[config.mk]
export PLATFORM = sky130hd
export DESIGN_NAME = slog_decoder
export DESIGN_NICKNAME = d
export VERILOG_FILES = /design/src/rtl/slog_pkg.sv /design/src/rtl/slog_op_classify.sv /design/src/rtl/slog_operand_buf.sv /design/src/rtl/slog_downcnt.sv /design/src/rtl/slog_decoder.sv
export SDC_FILE = /design/constraint.sdc
export NUM_CORES = 1
export LEC_CHECK = 0
export BUFFER_PORTS_ARGS = -buffer_cell sky130_fd_sc_hd__buf_4
export CAP_MARGIN = 10
export CELL_PAD_IN_SITES_DETAIL_PLACEMENT = 1
export CELL_PAD_IN_SITES_GLOBAL_PLACEMENT = 1
export CORE_MARGIN = 2
export CORE_UTILIZATION = 40
export CTS_BUF_LIST = sky130_fd_sc_hd__clkbuf_16
export DETAILED_ROUTE_END_ITERATION = 10
export GPL_TIMING_DRIVEN = 0
export PLACE_DENSITY_LB_ADDON = 0.1
export SKIP_CTS_REPAIR_TIMING = 1
export SYNTH_ARGS = -nofsm -noshare
export SYNTH_HDL_FRONTEND = slang
export SYNTH_SLANG_ARGS = --single-unit
[constraint.sdc]
create_clock -name clk -period 2.15 [get_ports clk]
set_input_delay 0.1075 -clock clk [delete_from_list [all_inputs] [get_ports clk]]
set_output_delay 0.1075 -clock clk [all_outputs]
set_load 0.02 [all_outputs]
[src/rtl/slog_pkg.sv]
package slog_pkg;

    localparam int BYTE_W  = 8;
    localparam int MAX_OPS = 6;
    localparam int NOPS_W  = $clog2(MAX_OPS + 1);
    localparam int WAIT_W  = 2 * BYTE_W;
    localparam int ADDR_W  = 2 * BYTE_W;
    localparam int LEN_W   = 4 * BYTE_W;
    localparam int SEEK_W  = 4 * BYTE_W;

    localparam logic [WAIT_W-1:0] HOLD_SIXTIETH = WAIT_W'(735);
    localparam logic [WAIT_W-1:0] HOLD_FIFTIETH = WAIT_W'(882);

    typedef enum logic [3:0] {
        K_IGNORE,
        K_WRITE,
        K_WAIT_ARG,
        K_WAIT_FIX,
        K_BANK,
        K_END,
        K_BLOCK,
        K_SEEK,
        K_SKIP
    } op_kind_e;

    typedef enum logic [2:0] {
        IDLE_OP,
        GATHER,
        ISSUE,
        HOLD,
        DRAIN,
        HALT
    } dec_state_e;

endpackage

[src/rtl/slog_op_classify.sv]
module slog_op_classify
    import slog_pkg::*;
(
    input  logic [BYTE_W-1:0] op,
    output op_kind_e          kind,
    output logic [NOPS_W-1:0] nops,
    output logic [WAIT_W-1:0] fix_wait
);

    always_comb begin
        kind     = K_IGNORE;
        nops     = '0;
        fix_wait = '0;
        unique case (op) inside
            [8'h30:8'h4e]: begin
                kind = K_SKIP;
                nops = NOPS_W'(1);
            end
            8'h4f, 8'h50: begin
                kind = K_WRITE;
                nops = NOPS_W'(1);
            end
            [8'h51:8'h5f], 8'hb0: begin
                kind = K_WRITE;
                nops = NOPS_W'(2);
            end
            8'h61: begin
                kind = K_WAIT_ARG;
                nops = NOPS_W'(2);
            end
            8'h62: begin
                kind     = K_WAIT_FIX;
                fix_wait = HOLD_SIXTIETH;
            end
            8'h63: begin
                kind     = K_WAIT_FIX;
                fix_wait = HOLD_FIFTIETH;
            end
            8'h66: kind = K_END;
            8'h67: begin
                kind = K_BLOCK;
                nops = NOPS_W'(6);
            end
            [8'h70:8'h7f]: begin
                kind     = K_WAIT_FIX;
                fix_wait = WAIT_W'(op[3:0]) + WAIT_W'(1);
            end
            [8'h80:8'h8f]: begin
                kind     = K_BANK;
                fix_wait = WAIT_W'(op[3:0]);
            end
            [8'ha0:8'haf], [8'hb1:8'hbf]: begin
                kind = K_SKIP;
                nops = NOPS_W'(2);
            end
            8'hc0, 8'hc1, 8'hd0, 8'hd1: begin
                kind = K_WRITE;
                nops = NOPS_W'(3);
            end
            [8'hc2:8'hcf], [8'hd2:8'hdf]: begin
                kind = K_SKIP;
                nops = NOPS_W'(3);
            end
            8'he0: begin
                kind = K_SEEK;
                nops = NOPS_W'(4);
            end
            [8'he1:8'hff]: begin
                kind = K_SKIP;
                nops = NOPS_W'(4);
            end
            default: ;
        endcase
    end

endmodule

[src/rtl/slog_operand_buf.sv]
module slog_operand_buf #(
    parameter int NUM = 6,
    parameter int W   = 8,
    localparam int IDX_W = $clog2(NUM + 1)
) (
    input  logic                  clk,
    input  logic                  rst,
    input  logic                  clear,
    input  logic                  capture,
    input  logic [W-1:0]          din,
    output logic [NUM-1:0][W-1:0] slots,
    output logic [IDX_W-1:0]      idx
);

    always_ff @(posedge clk) begin
        if (rst || clear) begin
            idx <= '0;
        end else if (capture) begin
            idx <= idx + IDX_W'(1);
        end
    end

    always_ff @(posedge clk) begin
        if (rst || clear) begin
            slots <= '0;
        end else begin
            for (int i = 0; i < NUM; i++) begin
                if (capture && idx == IDX_W'(i)) begin
                    slots[i] <= din;
                end
            end
        end
    end

endmodule

[src/rtl/slog_downcnt.sv]
module slog_downcnt #(
    parameter int W = 16
) (
    input  logic         clk,
    input  logic         rst,
    input  logic         load,
    input  logic [W-1:0] load_val,
    input  logic         dec,
    output logic [W-1:0] cnt,
    output logic         at_one
);

    always_ff @(posedge clk) begin
        if (rst) begin
            cnt <= '0;
        end else if (load) begin
            cnt <= load_val;
        end else if (dec && cnt != '0) begin
            cnt <= cnt - W'(1);
        end
    end

    assign at_one = (cnt == W'(1));

endmodule

[src/rtl/slog_decoder.sv]
module slog_decoder
    import slog_pkg::*;
(
    input  logic              clk,
    input  logic              rst,
    input  logic              in_valid,
    input  logic [BYTE_W-1:0] in_data,
    output logic              in_ready,
    input  logic              tick,
    output logic              wr_valid,
    output logic [BYTE_W-1:0] wr_target,
    output logic [BYTE_W-1:0] wr_port,
    output logic [ADDR_W-1:0] wr_addr,
    output logic [BYTE_W-1:0] wr_data,
    output logic              seek_valid,
    output logic [SEEK_W-1:0] seek_offset,
    output logic              done
);

    dec_state_e st_q, st_d;

    op_kind_e          cls_kind, kind_q;
    logic [NOPS_W-1:0] cls_nops, nops_q;
    logic [WAIT_W-1:0] cls_fixw, fixw_q;
    logic [BYTE_W-1:0] op_q;

    logic [MAX_OPS-1:0][BYTE_W-1:0] ops;
    logic [NOPS_W-1:0]              op_idx;

    logic              accept, opc_take, opr_take, last_opr;
    logic [WAIT_W-1:0] exec_wait, wait_cnt;
    logic [LEN_W-1:0]  blk_size, blk_cnt;
    logic              wait_last, blk_last;

    assign accept   = in_valid && in_ready;
    assign opc_take = accept && (st_q == IDLE_OP);
    assign opr_take = accept && (st_q == GATHER);
    assign last_opr = opr_take && (op_idx == nops_q - NOPS_W'(1));

    slog_op_classify i_classify (
        .op       (in_data),
        .kind     (cls_kind),
        .nops     (cls_nops),
        .fix_wait (cls_fixw)
    );

    slog_operand_buf #(
        .NUM (MAX_OPS),
        .W   (BYTE_W)
    ) i_operands (
        .clk     (clk),
        .rst     (rst),
        .clear   (opc_take),
        .capture (opr_take),
        .din     (in_data),
        .slots   (ops),
        .idx     (op_idx)
    );

    always_ff @(posedge clk) begin
        if (rst) begin
            op_q   <= '0;
            kind_q <= K_IGNORE;
            nops_q <= '0;
            fixw_q <= '0;
        end else if (opc_take) begin
            op_q   <= in_data;
            kind_q <= cls_kind;
            nops_q <= cls_nops;
            fixw_q <= cls_fixw;
        end
    end

    always_comb begin
        exec_wait = '0;
        unique case (kind_q)
            K_WAIT_ARG:        exec_wait = {ops[1], ops[0]};
            K_WAIT_FIX, K_BANK: exec_wait = fixw_q;
            default: ;
        endcase
    end

    assign blk_size = (kind_q == K_BLOCK) ? {ops[5], ops[4], ops[3], ops[2]} : '0;

    slog_downcnt #(.W(WAIT_W)) i_hold_cnt (
        .clk      (clk),
        .rst      (rst),
        .load     (st_q == ISSUE),
        .load_val (exec_wait),
        .dec      ((st_q == HOLD) && tick),
        .cnt      (wait_cnt),
        .at_one   (wait_last)
    );

    slog_downcnt #(.W(LEN_W)) i_drain_cnt (
        .clk      (clk),
        .rst      (rst),
        .load     (st_q == ISSUE),
        .load_val (blk_size),
        .dec      (accept && (st_q == DRAIN)),
        .cnt      (blk_cnt),
        .at_one   (blk_last)
    );

    always_comb begin
        st_d = st_q;
        unique case (st_q)
            IDLE_OP: begin
                if (accept) begin
                    st_d = (cls_nops != '0) ? GATHER : ISSUE;
                end
            end
            GATHER: begin
                if (last_opr) begin
                    st_d = ISSUE;
                end
            end
            ISSUE: begin
                if (kind_q == K_END) begin
                    st_d = HALT;
                end else if (exec_wait != '0) begin
                    st_d = HOLD;
                end else if (blk_size != '0) begin
                    st_d = DRAIN;
                end else begin
                    st_d = IDLE_OP;
                end
            end
            HOLD: begin
                if (tick && wait_last) begin
                    st_d = IDLE_OP;
                end
            end
            DRAIN: begin
                if (accept && blk_last) begin
                    st_d = IDLE_OP;
                end
            end
            HALT: st_d = HALT;
            default: st_d = IDLE_OP;
        endcase
    end

    always_ff @(posedge clk) begin
        if (rst) begin
            st_q <= IDLE_OP;
        end else begin
            st_q <= st_d;
        end
    end

    always_comb begin
        in_ready    = (st_q == IDLE_OP) || (st_q == GATHER) || (st_q == DRAIN);
        done        = (st_q == HALT);
        wr_valid    = 1'b0;
        wr_target   = '0;
        wr_port     = '0;
        wr_addr     = '0;
        wr_data     = '0;
        seek_valid  = 1'b0;
        seek_offset = '0;
        if (st_q == ISSUE) begin
            unique case (kind_q)
                K_BANK: begin
                    wr_valid  = 1'b1;
                    wr_target = op_q;
                end
                K_WRITE: begin
                    wr_valid  = 1'b1;
                    wr_target = op_q;
                    if (nops_q == NOPS_W'(1)) begin
                        wr_data = ops[0];
                    end else if (nops_q == NOPS_W'(2)) begin
                        wr_addr = ADDR_W'(ops[0]);
                        wr_data = ops[1];
                    end else if (op_q[4]) begin
                        wr_port = ops[0];
                        wr_addr = ADDR_W'(ops[1]);
                        wr_data = ops[2];
                    end else begin
                        wr_addr = {ops[1], ops[0]};
                        wr_data = ops[2];
                    end
                end
                K_SEEK: begin
                    seek_valid  = 1'b1;
                    seek_offset = {ops[3], ops[2], ops[1], ops[0]};
                end
                default: ;
            endcase
        end
    end

endmodule

==> out/metrics.csv <==
metric;value;unit
status;finished, violations left;
violations;setup timing;
finalHoldViolCount;0;
p_int;4.90;mW
critPathKind;register to output pin;
ys_seq_area_share;32.8;%
remaining_drc_errors;0;
dp_hpwl;21800;µm
synthesis.nets;1010;
first_global_vias;7897;
setup.worst_path.start;st_q[1];
endpoint_kind;output pin;
tightest_slew;854;ps
cts_buffer_depth;2;
synth-async-reset-ratio;0;%
wl;31900;µm
grt-ovfl-total;0;
p_sw_share;34.2;%
h-tree-depth;4;
finalCriticalPeriod;2770;ps
setup_ws;-616;ps
layout-drive-gt1-share;30.1;%
synth-edff-count;0;
postPlaceCellArea;0.00862;mm²
leakage;3.98;nW
stdcell_area;0.0104;mm²
crit_slowest_cell;or4_4;
core_area;0.0187;mm²
power.share.clock;38.8;%
crit_fanout;8;
cts_made_buffers;17;
ys_ff_latch;125;
grt_max_degree;17;
ys_types;74;
fin_skew;9.35;ps
vdd_drop_max;0.533;mV
avgSynthCellArea;7.77;µm²
die_x;142;µm
initial_core_util;40.8;%
cts_tree;done;
hold_class;input pin to register;
postRouteAntennaNets;0;
area.growth.synth_to_final;35.8;%
num_antenna_cells;0;
holdCritStartpoint;in_data[0];
synth_top_area_share;32.8;%
yosysMostFrequentCell;dfxtp_1;
grt_pass1_wl;46700;µm
path_common_cell;buf_6;
grt_usage;30.2;%
cts.root.buffer_cell;clkbuf_16;
cts_num_sinks;125;
via_per_inst;6.07;
whs_path_depth;3;
ys.flop_type;dfxtp_1;
synth_largest_area_cell;dfxtp_1;
slowest_delay;530;ps
crit_path_cell_trace;buf_6 -> inv_4 -> or3_4 -> or4_4 -> nand2b_4 -> nor3_4 -> and2_4 -> buf_6;
setup_violations;105;
maxCapViolations;0;
cp.required;2040;ps
startpoint_type;register;
yosysWarnings;0;
port_buffers;84;
final_util;55.4;%
drt_pass1_iterations;5;
p_sw;2.55;mW
synthCells;981;
row_count;50;
netlist_area;0.00762;mm²
synthTopCellsByCount;dfxtp_1 (125), nor2_1 (106), a21oi_1 (90);
antenna_found_initial;0;
avgRoutedWirePerCell;23.4;µm
worst_r2r_startpoint;i_drain_cnt.cnt[11];
synthTopCellsByArea;dfxtp_1 (33%), a21oi_1 (5.9%), nor2_1 (5.2%);
io_pins;88;
routabilityCongestion;0.875;
dieHeight;142;µm
fillers;2205;
max_freq;362;MHz
multi_input_area;0.00542;mm²
p_seq_share;34.5;%
dieArea;0.0202;mm²
final_cells;1364;
clk_pin_slew_worst_paths;60;ps
slew_headroom;42.2;%
period_share;129;%
drv_slew;0;
nets;1146;
num_vias;8283;
place_inst;1299;
rsz0062_at_grt;yes;
r2r_cells;8;
power_frac_comb;26.6;%
drtIter0Drc;544;
regArea;0.00253;mm²
critPathArrivalTime;2660;ps
p_per_area;719;mW/mm²
worstSkewPairLatency;430;ps
[power by group through the flow]
stage / clock [mW] / combinational [mW] / sequential [mW]
after floorplan: 0 / 1.02 / 2.55
after global placement: 0 / 1.40 / 2.59
after detailed placement: 0 / 1.42 / 2.59
after CTS: 2.89 / 1.44 / 2.54
after global routing: 3.00 / 2.12 / 2.59
final: 2.89 / 1.98 / 2.57
[final cells by class]
class,count,share of cell area [%]
Tap cell,234,2.83
Clock buffer,17,4.11
Multi-Input combinational cell,767,52.3
Sequential cell,125,24.4
Buffer,63,3.20
Timing Repair Buffer,125,11.0
Inverter,18,0.677
Clock inverter,15,1.43
[worst max-delay path: cells and delay by family (launching register included)]
| family | cells | cell delay [ps] |
|---|---|---|
| flops | 1 | 320 |
| simple gates | 5 | 1640 |
| buf+inv | 3 | 270 |
[per-layer routing]
metal	routed length (µm)	GRT usage, %
met5	0	0
met4	941	10.4
met3	1900	4.68
met2	14900	48.5
met1	14100	41.2
[metrics by stage]
stage	power, mW	hold slack [ps]	setup slack (ps)	TNS (ps)
after floorplan	3.57	243	-112	-875
after global placement	3.99	442	-776	-47020
after detailed placement	4.02	447	-784	-51790
after CTS	6.88	3.85	-927	-88670
after global routing	7.70	33.5	-685	-37530
final	7.45	23.6	-616	-27930
[sequential cells by signal, summed over array words and instances (netlist names)]
register / flops
nops_q: 3
i_operands.idx: 3
i_hold_cnt.cnt: 16
i_drain_cnt.cnt: 32
op_q: 8
st_q: 3
i_operands.slots: 48
fixw_q: 8
kind_q: 4
[final timing paths]
kind                            slack (ps)                   to
worst min-delay path                    20              op_q[0]
worst max-delay path                  -620          wr_addr[11]
worst max register to register        -200  i_drain_cnt.cnt[29]
worst min register to register         450              op_q[1]
[layout by cell type (no fill, tap or decap), types with 11 or more instances in the layout]
cell       Yosys  layout
nand3_1       54      45
nand2_1       88      86
inv_1         17      18
nor4_1        27      18
and2_4         0      26
clkbuf_1      56      27
a31oi_1       14      13
buf_6          2      44
a211oi_2       0      11
o21ai_0       15      13
a21oi_1       90      87
nor3_1        32      26
mux2i_1       29      29
nand2b_1      13      12
dfxtp_2        0      13
nor2_1       106      94
buf_4          2      82
a211oi_1      25      14
clkbuf_2       0      19
dfxtp_1      125     110
a22o_1        13      13
and2_1        62      31
ha_1          17      16
clkbuf_16      0      18
xnor2_1       16      16
[cell families after synthesis]
family,synth area share [%]
compound gates,18.3
xor+xnor,3.30
fa+ha+maj,2.79
buf+inv,4.73
flops,32.8
mux,4.30
simple gates,33.8
(Power assumes the default switching activity.)
